==> src/rtl/pwm2cmp_timer.sv <==
module pwm2cmp_timer #(
  parameter int W    = 16,
  parameter int NSRC = 8
) (
  input  logic            clk,
  input  logic            rst_n,
  input  logic [NSRC-1:0] src_clk,
  input  logic            wr_en,
  input  logic [2:0]      wr_addr,
  input  logic [W-1:0]    wr_data,
  output logic            pwm_out,
  output logic [W-1:0]    cnt_out
);
  localparam int SELW = (NSRC > 1) ? $clog2(NSRC) : 1;
  localparam logic [2:0] AD_CTRL = 3'd0, AD_LVL = 3'd1, AD_CNT = 3'd2,
                         AD_A = 3'd3, AD_B = 3'd4, AD_RUN = 3'd5;
  localparam logic [1:0] CLR_A = 2'b01, CLR_B = 2'b10;

  logic [SELW-1:0] csel;
  logic [1:0]      edg, clr;
  logic            pwm_en, lv_a, lv_b, run, src_q, pin;
  logic [W-1:0]    cnt, rega, regb;

  wire cur     = src_clk[csel];
  wire rise    = cur & ~src_q;
  wire fall    = ~cur & src_q;
  wire edge_hit = edg[1] ? (rise | fall) : (edg[0] ? fall : rise);
  wire tick    = run & edge_hit;
  wire hit_a   = (cnt == rega);
  wire hit_b   = (cnt == regb);
  wire clr_hit = ((clr == CLR_A) & hit_a) | ((clr == CLR_B) & hit_b);
  wire wr_cnt  = wr_en && wr_addr == AD_CNT;
  wire wr_lvl  = wr_en && wr_addr == AD_LVL;
  wire unused_ok = ^{wr_data[W-1:8]};

  always_ff @(posedge clk) begin
    if (!rst_n) begin
      csel <= '0; edg <= '0; clr <= '0; pwm_en <= 1'b0;
      lv_a <= 1'b0; lv_b <= 1'b0; run <= 1'b0;
      rega <= '0; regb <= '0;
    end else if (wr_en) begin
      case (wr_addr)
        AD_CTRL: begin
          csel   <= wr_data[SELW-1:0];
          edg    <= wr_data[4:3];
          clr    <= wr_data[6:5];
          pwm_en <= wr_data[7];
        end
        AD_LVL: begin
          lv_a <= wr_data[1];
          lv_b <= wr_data[2];
        end
        AD_A:   rega <= wr_data;
        AD_B:   regb <= wr_data;
        AD_RUN: run  <= wr_data[0];
        default: ;
      endcase
    end
  end

  always_ff @(posedge clk) begin
    if (!rst_n) src_q <= 1'b0;
    else        src_q <= cur;
  end

  always_ff @(posedge clk) begin
    if (!rst_n)      cnt <= '0;
    else if (wr_cnt) cnt <= wr_data;
    else if (tick)   cnt <= clr_hit ? '0 : cnt + 1'b1;
  end

  always_ff @(posedge clk) begin
    if (!rst_n)
      pin <= 1'b0;
    else if (wr_lvl && !run)
      pin <= wr_data[0];
    else if (tick && pwm_en) begin
      if (clr == CLR_B && hit_b) pin <= lv_b;
      else if (hit_a)            pin <= lv_a;
      else if (hit_b)            pin <= lv_b;
    end
  end

  assign pwm_out = pin;
  assign cnt_out = cnt;

  AST_FROZEN_WHEN_STOPPED: assert property (@(posedge clk) disable iff (!rst_n)
    (!run && !wr_en) |=> ($stable(cnt_out) && $stable(pwm_out)));
  AST_NO_TICK_NO_MOVE: assert property (@(posedge clk) disable iff (!rst_n)
    (!tick && !wr_en) |=> $stable(cnt_out));
  AST_STEP_ONE: assert property (@(posedge clk) disable iff (!rst_n)
    (tick && !clr_hit && !wr_cnt) |=> cnt_out == W'($past(cnt_out) + 1'b1));
  AST_CLEAR_ZERO: assert property (@(posedge clk) disable iff (!rst_n)
    (tick && clr_hit && !wr_cnt) |=> cnt_out == '0);
  AST_A_LEVEL: assert property (@(posedge clk) disable iff (!rst_n)
    (tick && pwm_en && hit_a && !hit_b && !wr_en) |=> pwm_out == $past(lv_a));
  AST_SAME_TICK_CLEAR_WINS: assert property (@(posedge clk) disable iff (!rst_n)
    (tick && pwm_en && hit_a && hit_b && clr == CLR_B && !wr_en) |=> pwm_out == $past(lv_b));
  AST_PIN_HOLD_NONPWM: assert property (@(posedge clk) disable iff (!rst_n)
    (!pwm_en && !wr_en) |=> $stable(pwm_out));
endmodule

==> config.mk <==
export PLATFORM = sky130hd
export DESIGN_NAME = pwm2cmp_timer
export DESIGN_NICKNAME = d
export VERILOG_FILES = /design/src/rtl/pwm2cmp_timer.sv
export SDC_FILE = /design/constraint.sdc
export NUM_CORES = 1
export LEC_CHECK = 0
export BUFFER_PORTS_ARGS = -buffer_cell sky130_fd_sc_hd__buf_4
export CORE_ASPECT_RATIO = 0.9
export CORE_MARGIN = 2
export CORE_UTILIZATION = 56
export CTS_CLUSTER_DIAMETER = 80
export CTS_CLUSTER_SIZE = 14
export DETAILED_ROUTE_END_ITERATION = 10
export PLACE_DENSITY = 0.86
export RECOVER_POWER = 100
export SETUP_SLACK_MARGIN = 0.02
export SYNTH_ARGS = -nofsm -noshare
export SYNTH_HDL_FRONTEND = slang
export SYNTH_SLANG_ARGS = --single-unit
export TNS_END_PERCENT = 20
==> constraint.sdc <==
create_clock -name clk -period 3 [get_ports clk]
set_clock_uncertainty 0.15 [all_clocks]
set_input_delay 0.45 -clock clk [delete_from_list [all_inputs] [get_ports clk]]
set_output_delay 0.45 -clock clk [all_outputs]
set_load 0.005 [all_outputs]
* Yosys cells after proc, flatten, opt, wreduce, memory -nomap -nowiden
Cells that the tools add are included.
** Storage, ports and cells
- Bits in registers :: 61
- Latch bits :: 0
- Bits in writable memories :: 0
- ROM bits :: 0
- Bits of input ports :: 30
- Output and inout port bits :: 17
- Logic and storage cells :: 60
- Memories :: 0
** Cells by class
- Add/subtract/negate cells :: 1
- $mul :: 0
- Divide/modulo/power cells :: 0
- $lt $le $gt $ge :: 1
- Eq/ne operators :: 9
- Shift-type cells :: 0
- Mux-type cells :: 12
- Bitwise gates (word level) :: 9
- Reduce and logical (&&, ||, !) cells :: 16
** Operator list (count)
- two-way mux 16 bit :: 3
- equality test 16 bit :: 2
- adder 16 x 1 -> 16 bit, second input constant :: 1
- AND reduction 2 bit :: 6
- two-way mux 1 bit :: 8
- equality test 3 x 2 -> 1 bit, second input constant :: 2
- equality test 3 bit, second input constant :: 2
- bitwise AND 1 bit :: 5
- logical AND 1 bit :: 5
- < comparator 3 x 4 -> 1 bit, second input constant :: 1
- nonzero test 2 bit :: 2
- nonzero test 4 bit :: 1
- binary-select mux 1 bit (select 3 bit) :: 1
- equality test 3 x 1 -> 1 bit, second input constant :: 1
- zero test 3 bit :: 1
- equality test 2 x 1 -> 1 bit, second input constant :: 1
- equality test 2 bit, second input constant :: 1
- NOT 1 bit :: 2
- OR 1 bit :: 2
- zero test 1 bit :: 1

* Logic depth before layout (Yosys ltp)
- Word-level depth :: 10
- Mapped depth :: 10
- Mapped depth without buffers :: 10

* Least setup slack after synthesis
No wires, ideal clock.
- Path kind :: input to register
- Start :: input port src_clk[7]
- End :: register cnt[12], in the netlist cnt_out[12]
- Library setup time :: 0.125 ns
- Arrival :: 2.490 ns
- Data required time :: 2.725 ns
- Path slack :: 0.235 ns
- Stages on the path :: 10
- Path buffers :: 0
- Cell sequence :: mux4_2 -> mux2i_1 -> inv_1 -> ha_1 -> mux2_2 -> o211a_1 -> o21ai_0 -> nor2_1 -> xnor2_1 -> o21ai_0
** On the way
- Cells in the longest elaborated chain, start to end :: 8
- Elaborated cells on any way between the ends :: 10
- Classes of those cells :: mux (4); bitwise (5); reduce/logical (1)
** RTL lines
- from (decl) :: RTL line 7 : input logic [NSRC-1:0] src_clk,
- binary-select mux 1 bit (select 3 bit) (*) :: RTL line 24 : wire cur = src_clk[csel];
- two-way mux 1 bit (implied by the code) (*) :: RTL line 24
- named net cur :: RTL line 24
- NOT 1 bit :: RTL line 26 : wire fall = ~cur & src_q;
- bitwise AND 1 bit :: RTL line 26
- two-way mux 1 bit or OR 1 bit (tied branches) :: RTL line 27 : wire edge_hit = edg[1] ? (rise | fall) : (edg[0] ? fall : rise);
- two-way mux 1 bit (*) :: RTL line 27
- bitwise AND 1 bit (*) :: RTL line 28 : wire tick = run & edge_hit;
- nonzero test 2 bit (no source line) (*)
- to (signal assigned) :: RTL line 68 : else if (wr_cnt) cnt <= wr_data;
- to (signal assigned) :: RTL line 69 : else if (tick) cnt <= clr_hit ? '0 : cnt + 1'b1;
- to (decl) :: RTL line 22 : logic [W-1:0] cnt, rega, regb;
The timed path passes the listed nets; every way through them passes the cells marked *. The select of a mux whose other input is x is not followed.
A chain may end at the register's enable or synchronous reset.

* Worst setup path after layout
- Start :: register csel[0]
- End :: register cnt[2], in the netlist cnt_out[2]
** On the way
- Cells in the longest elaborated chain, start to end :: 8
- Elaborated cells on any way between the ends :: 10
- Classes of those cells :: mux (4); bitwise (5); reduce/logical (1)
** RTL lines
- from (decl) :: RTL line 19 : logic [SELW-1:0] csel;
- from (signal assigned) :: RTL line 44 : csel <= wr_data[SELW-1:0];
- binary-select mux 1 bit (select 3 bit) (*) :: RTL line 24
- two-way mux 1 bit (implied by the code) (*) :: RTL line 24
- named net cur :: RTL line 24
- NOT 1 bit :: RTL line 26
- bitwise AND 1 bit :: RTL line 26
- two-way mux 1 bit or OR 1 bit (tied branches) :: RTL line 27
- two-way mux 1 bit (*) :: RTL line 27
- bitwise AND 1 bit (*) :: RTL line 28
- nonzero test 2 bit (no source line) (*)
Marked as above.

==> out/results.ini <==
[worst_setup_path]
critPathMaxStageDelay_ns = 0.51
cp_cell_sequence = mux4_2, mux2i_1, inv_1, ha_1, mux2_2, o211ai_1, clkbuf_2, nor4b_1, o21ai_0, a31oi_1
cp_max_fo = 10
cp.arrival_ns = 2.83
worst-setup-path-type = reg2reg
worstSetupEndpointType = flip-flop
cp_slowest_cell = mux4_2
start_kind = flip-flop
crit_required_ns = 3.03

[routing]
drt_wl_total_um = 8050
wl_per_cell_um = 16.1
remaining_drc_errors = 0
dr_total_vias = 2869
viasPerCell = 5.75
drt-initial-drc-count = 254
ant_nets = 0
dr.pass1.iters = 5

[sta]
setup_tns_ns = 0
timing.hold.ws_ns = 0.172
min_period_ns = 2.80
max_slew_margin_pct = 22.1
hold_viol = 0
rsz0062_at_grt = no
fin_crit_sh_pct = 93.4
max_freq_ghz = 0.357
tightest_slew_ns = 1.17
slew_violations = 0
setup_viol = 0

[synthesis]
synthArstFlopShare_pct = 0
post_synth.cell_area_avg_um2 = 7.85
synth_top_flop_cell = dfxtp_1
syn-num-nets = 420
yosysWarnings = 0
synthTopCellsByArea = dfxtp_1 (40%), nand2_1 (13%), xor2_1 (10%), a21oi_1 (7.4%), o21ai_0 (2.8%)
yosys.area.top_type = dfxtp_1
yosysSeqAreaShare_pct = 40.2
yosysUniqueCellTypes = 38
synth.top_cell.area_share_pct = 40.2
ys_seq_elements = 61
synth-edff-count = 0
synthCells = 387
syn-cell-area_mm2 = 0.00304

[placed_design]
dp_hpwl_um = 5530
placed_cell_area_mm2 = 0.00342
gp_congestion = 0.801
port_buffers = 46

[pwr]
p_per_area_mw_per_mm2 = 525
vdd_drop_max_mv = 0.293
p_leak_nw = 1.54

[final_layout]
final_layout_size_suffix_gt1_share_pct = 16.2
areaGrowthSynthToFinish_pct = 19.4
final_area_mm2 = 0.00363
multiInputGateArea_mm2 = 0.00169
ff_latch_area_mm2 = 0.00122
fillCellCount = 432
fin_nets = 460
fin_util_pct = 69.0
antenna_cells = 0

[floorplan]
die_w_um = 81.6
dieArea_mm2 = 0.00603
initial_core_util_pct = 57.8
die_h_um = 73.9
boundaryPins = 47
core.rowCount = 25
core_area_mm2 = 0.00526

[global_routing]
grt-ovfl-total = 0
grt_pass1_wl_um = 12900
antenna_found_initial = 0
grt_start_max_net_pins = 28
grt_pass1_vias = 2706
grtUsageTotal_pct = 28.9

[cts]
cts_sinks = 61
clock-root-buffer = clkbuf_8
cts_setup_buffers = 0
clk_pin_slew_ns = 0.06
cts_buffer_depth = 2
cts-htree-levels = 3
clkLatencyLatePin_ns = 0.35
cts_tree = built
cts_resized = 0
cts.hold.buffers_added = 0
cts_buffers = 9

[status]
status = finished clean

[flow_run]
maxCapViolCount = 0

[hold_path]
hp-class = in2reg

==> cells in the mapped netlist (3+ instances only) <==
library cell,n
a31oi_1,4
o21ai_0,17
a22oi_1,3
dfxtp_1,61
xnor2_1,6
a21oi_1,45
and3_1,9
xor2_1,36
ha_1,3
nand2_1,102
nor4_1,11
buf_2,5
clkbuf_1,15
mux2i_1,3
nand4_1,6
inv_1,5
nor2_1,16
clkbuf_2,3
nand3_1,12
==> worst max-delay path, delay by kind of cell, from the launching register on <==
| family | cells | cell delay (ns) |
|---|---|---|
| buf+inv | 2 | 0.38 |
| simple gates | 1 | 0.09 |
| flops | 1 | 0.37 |
| mux | 3 | 0.96 |
| fa+ha+maj | 1 | 0.19 |
| compound gates | 3 | 0.49 |
==> metrics by stage <==
stage | setup WS (ns) | std cells | total power [mW]
floorplan | 0.235 | 387 | 0.994
global placement | 0.187 | 483 | 1.08
detailed placement | 0.0864 | 483 | 1.09
CTS | 0.175 | 499 | 1.91
global route | 0.0293 | 499 | 1.97
finish | 0.197 | 499 | 1.91
==> path summary, 6_finish.rpt <==
path,from,endpoint,slack (ns),cells after the start
max reg2reg,csel[0],cnt_out[2],0.20,10
min,wr_data[11],cnt_out[11],0.17,3
max,csel[0],cnt_out[2],0.20,10
min reg2reg,clr[1],clr[1],0.32,2
==> layout by cell type, fill, tap and decap left out, types with 9 or more instances in the layout <==
cell type / count
dfxtp_1: 60
clkbuf_4: 17
nand2_1: 102
nor2_1: 16
o21ai_0: 16
nor4_1: 11
and3_1: 9
nand3_1: 12
clkbuf_8: 11
buf_4: 31
a21oi_1: 45
xor2_1: 36
==> cell families (layout without fill, tap and decap cells) <==
| logic type | count (synthesis) | after routing | synth area share (%) |
|---|---|---|---|
| XOR/XNOR | 42 | 42 | 12.1 |
| multiplexers | 6 | 6 | 2.84 |
| AO/OA/AOI/OAI | 76 | 76 | 14.3 |
| adder cells (fa/ha/maj) | 3 | 3 | 1.24 |
| buffers and inverters | 30 | 75 | 4.04 |
| flip-flops | 61 | 61 | 40.2 |
| AND/OR/NAND/NOR | 169 | 169 | 25.2 |
==> registers in the layout, indices dropped and copies added (netlist names) <==
name / count
pwm_out: 1
lv_b: 1
lv_a: 1
edg: 2
rega: 16
pwm_en: 1
run: 1
csel: 3
regb: 16
cnt_out: 16
clr: 2
src_q: 1
==> power breakdown <==
part / switching (mW) / total [mW] / leakage [nW] / internal (mW)
Combinational: 0.114 / 0.209 / 0.930 / 0.0949
Clock: 0.320 / 0.831 / 0.116 / 0.510
Sequential: 0.0326 / 0.866 / 0.495 / 0.833
Total: 0.467 / 1.91 / 1.54 / 1.44
==> metal layers <==
metal  global-route usage (%)  routed length (um)  up-vias
met4                     10.7                 108        0
met2                     45.6                3790      112
met3                     8.97                 704       11
met5                        0                   0        -
li1                         -                   -     1397
met1                     37.2                3450     1349
==> final cells by class <==
type / count / area share, %
Tap cell: 67 / 2.31
Multi-Input combinational cell: 296 / 46.7
Inverter: 6 / 0.621
Timing Repair Buffer: 53 / 10.5
Clock buffer: 12 / 4.28
Sequential cell: 61 / 33.7
Clock inverter: 4 / 1.93
Note: power is estimated with default switching activity, not from simulation.
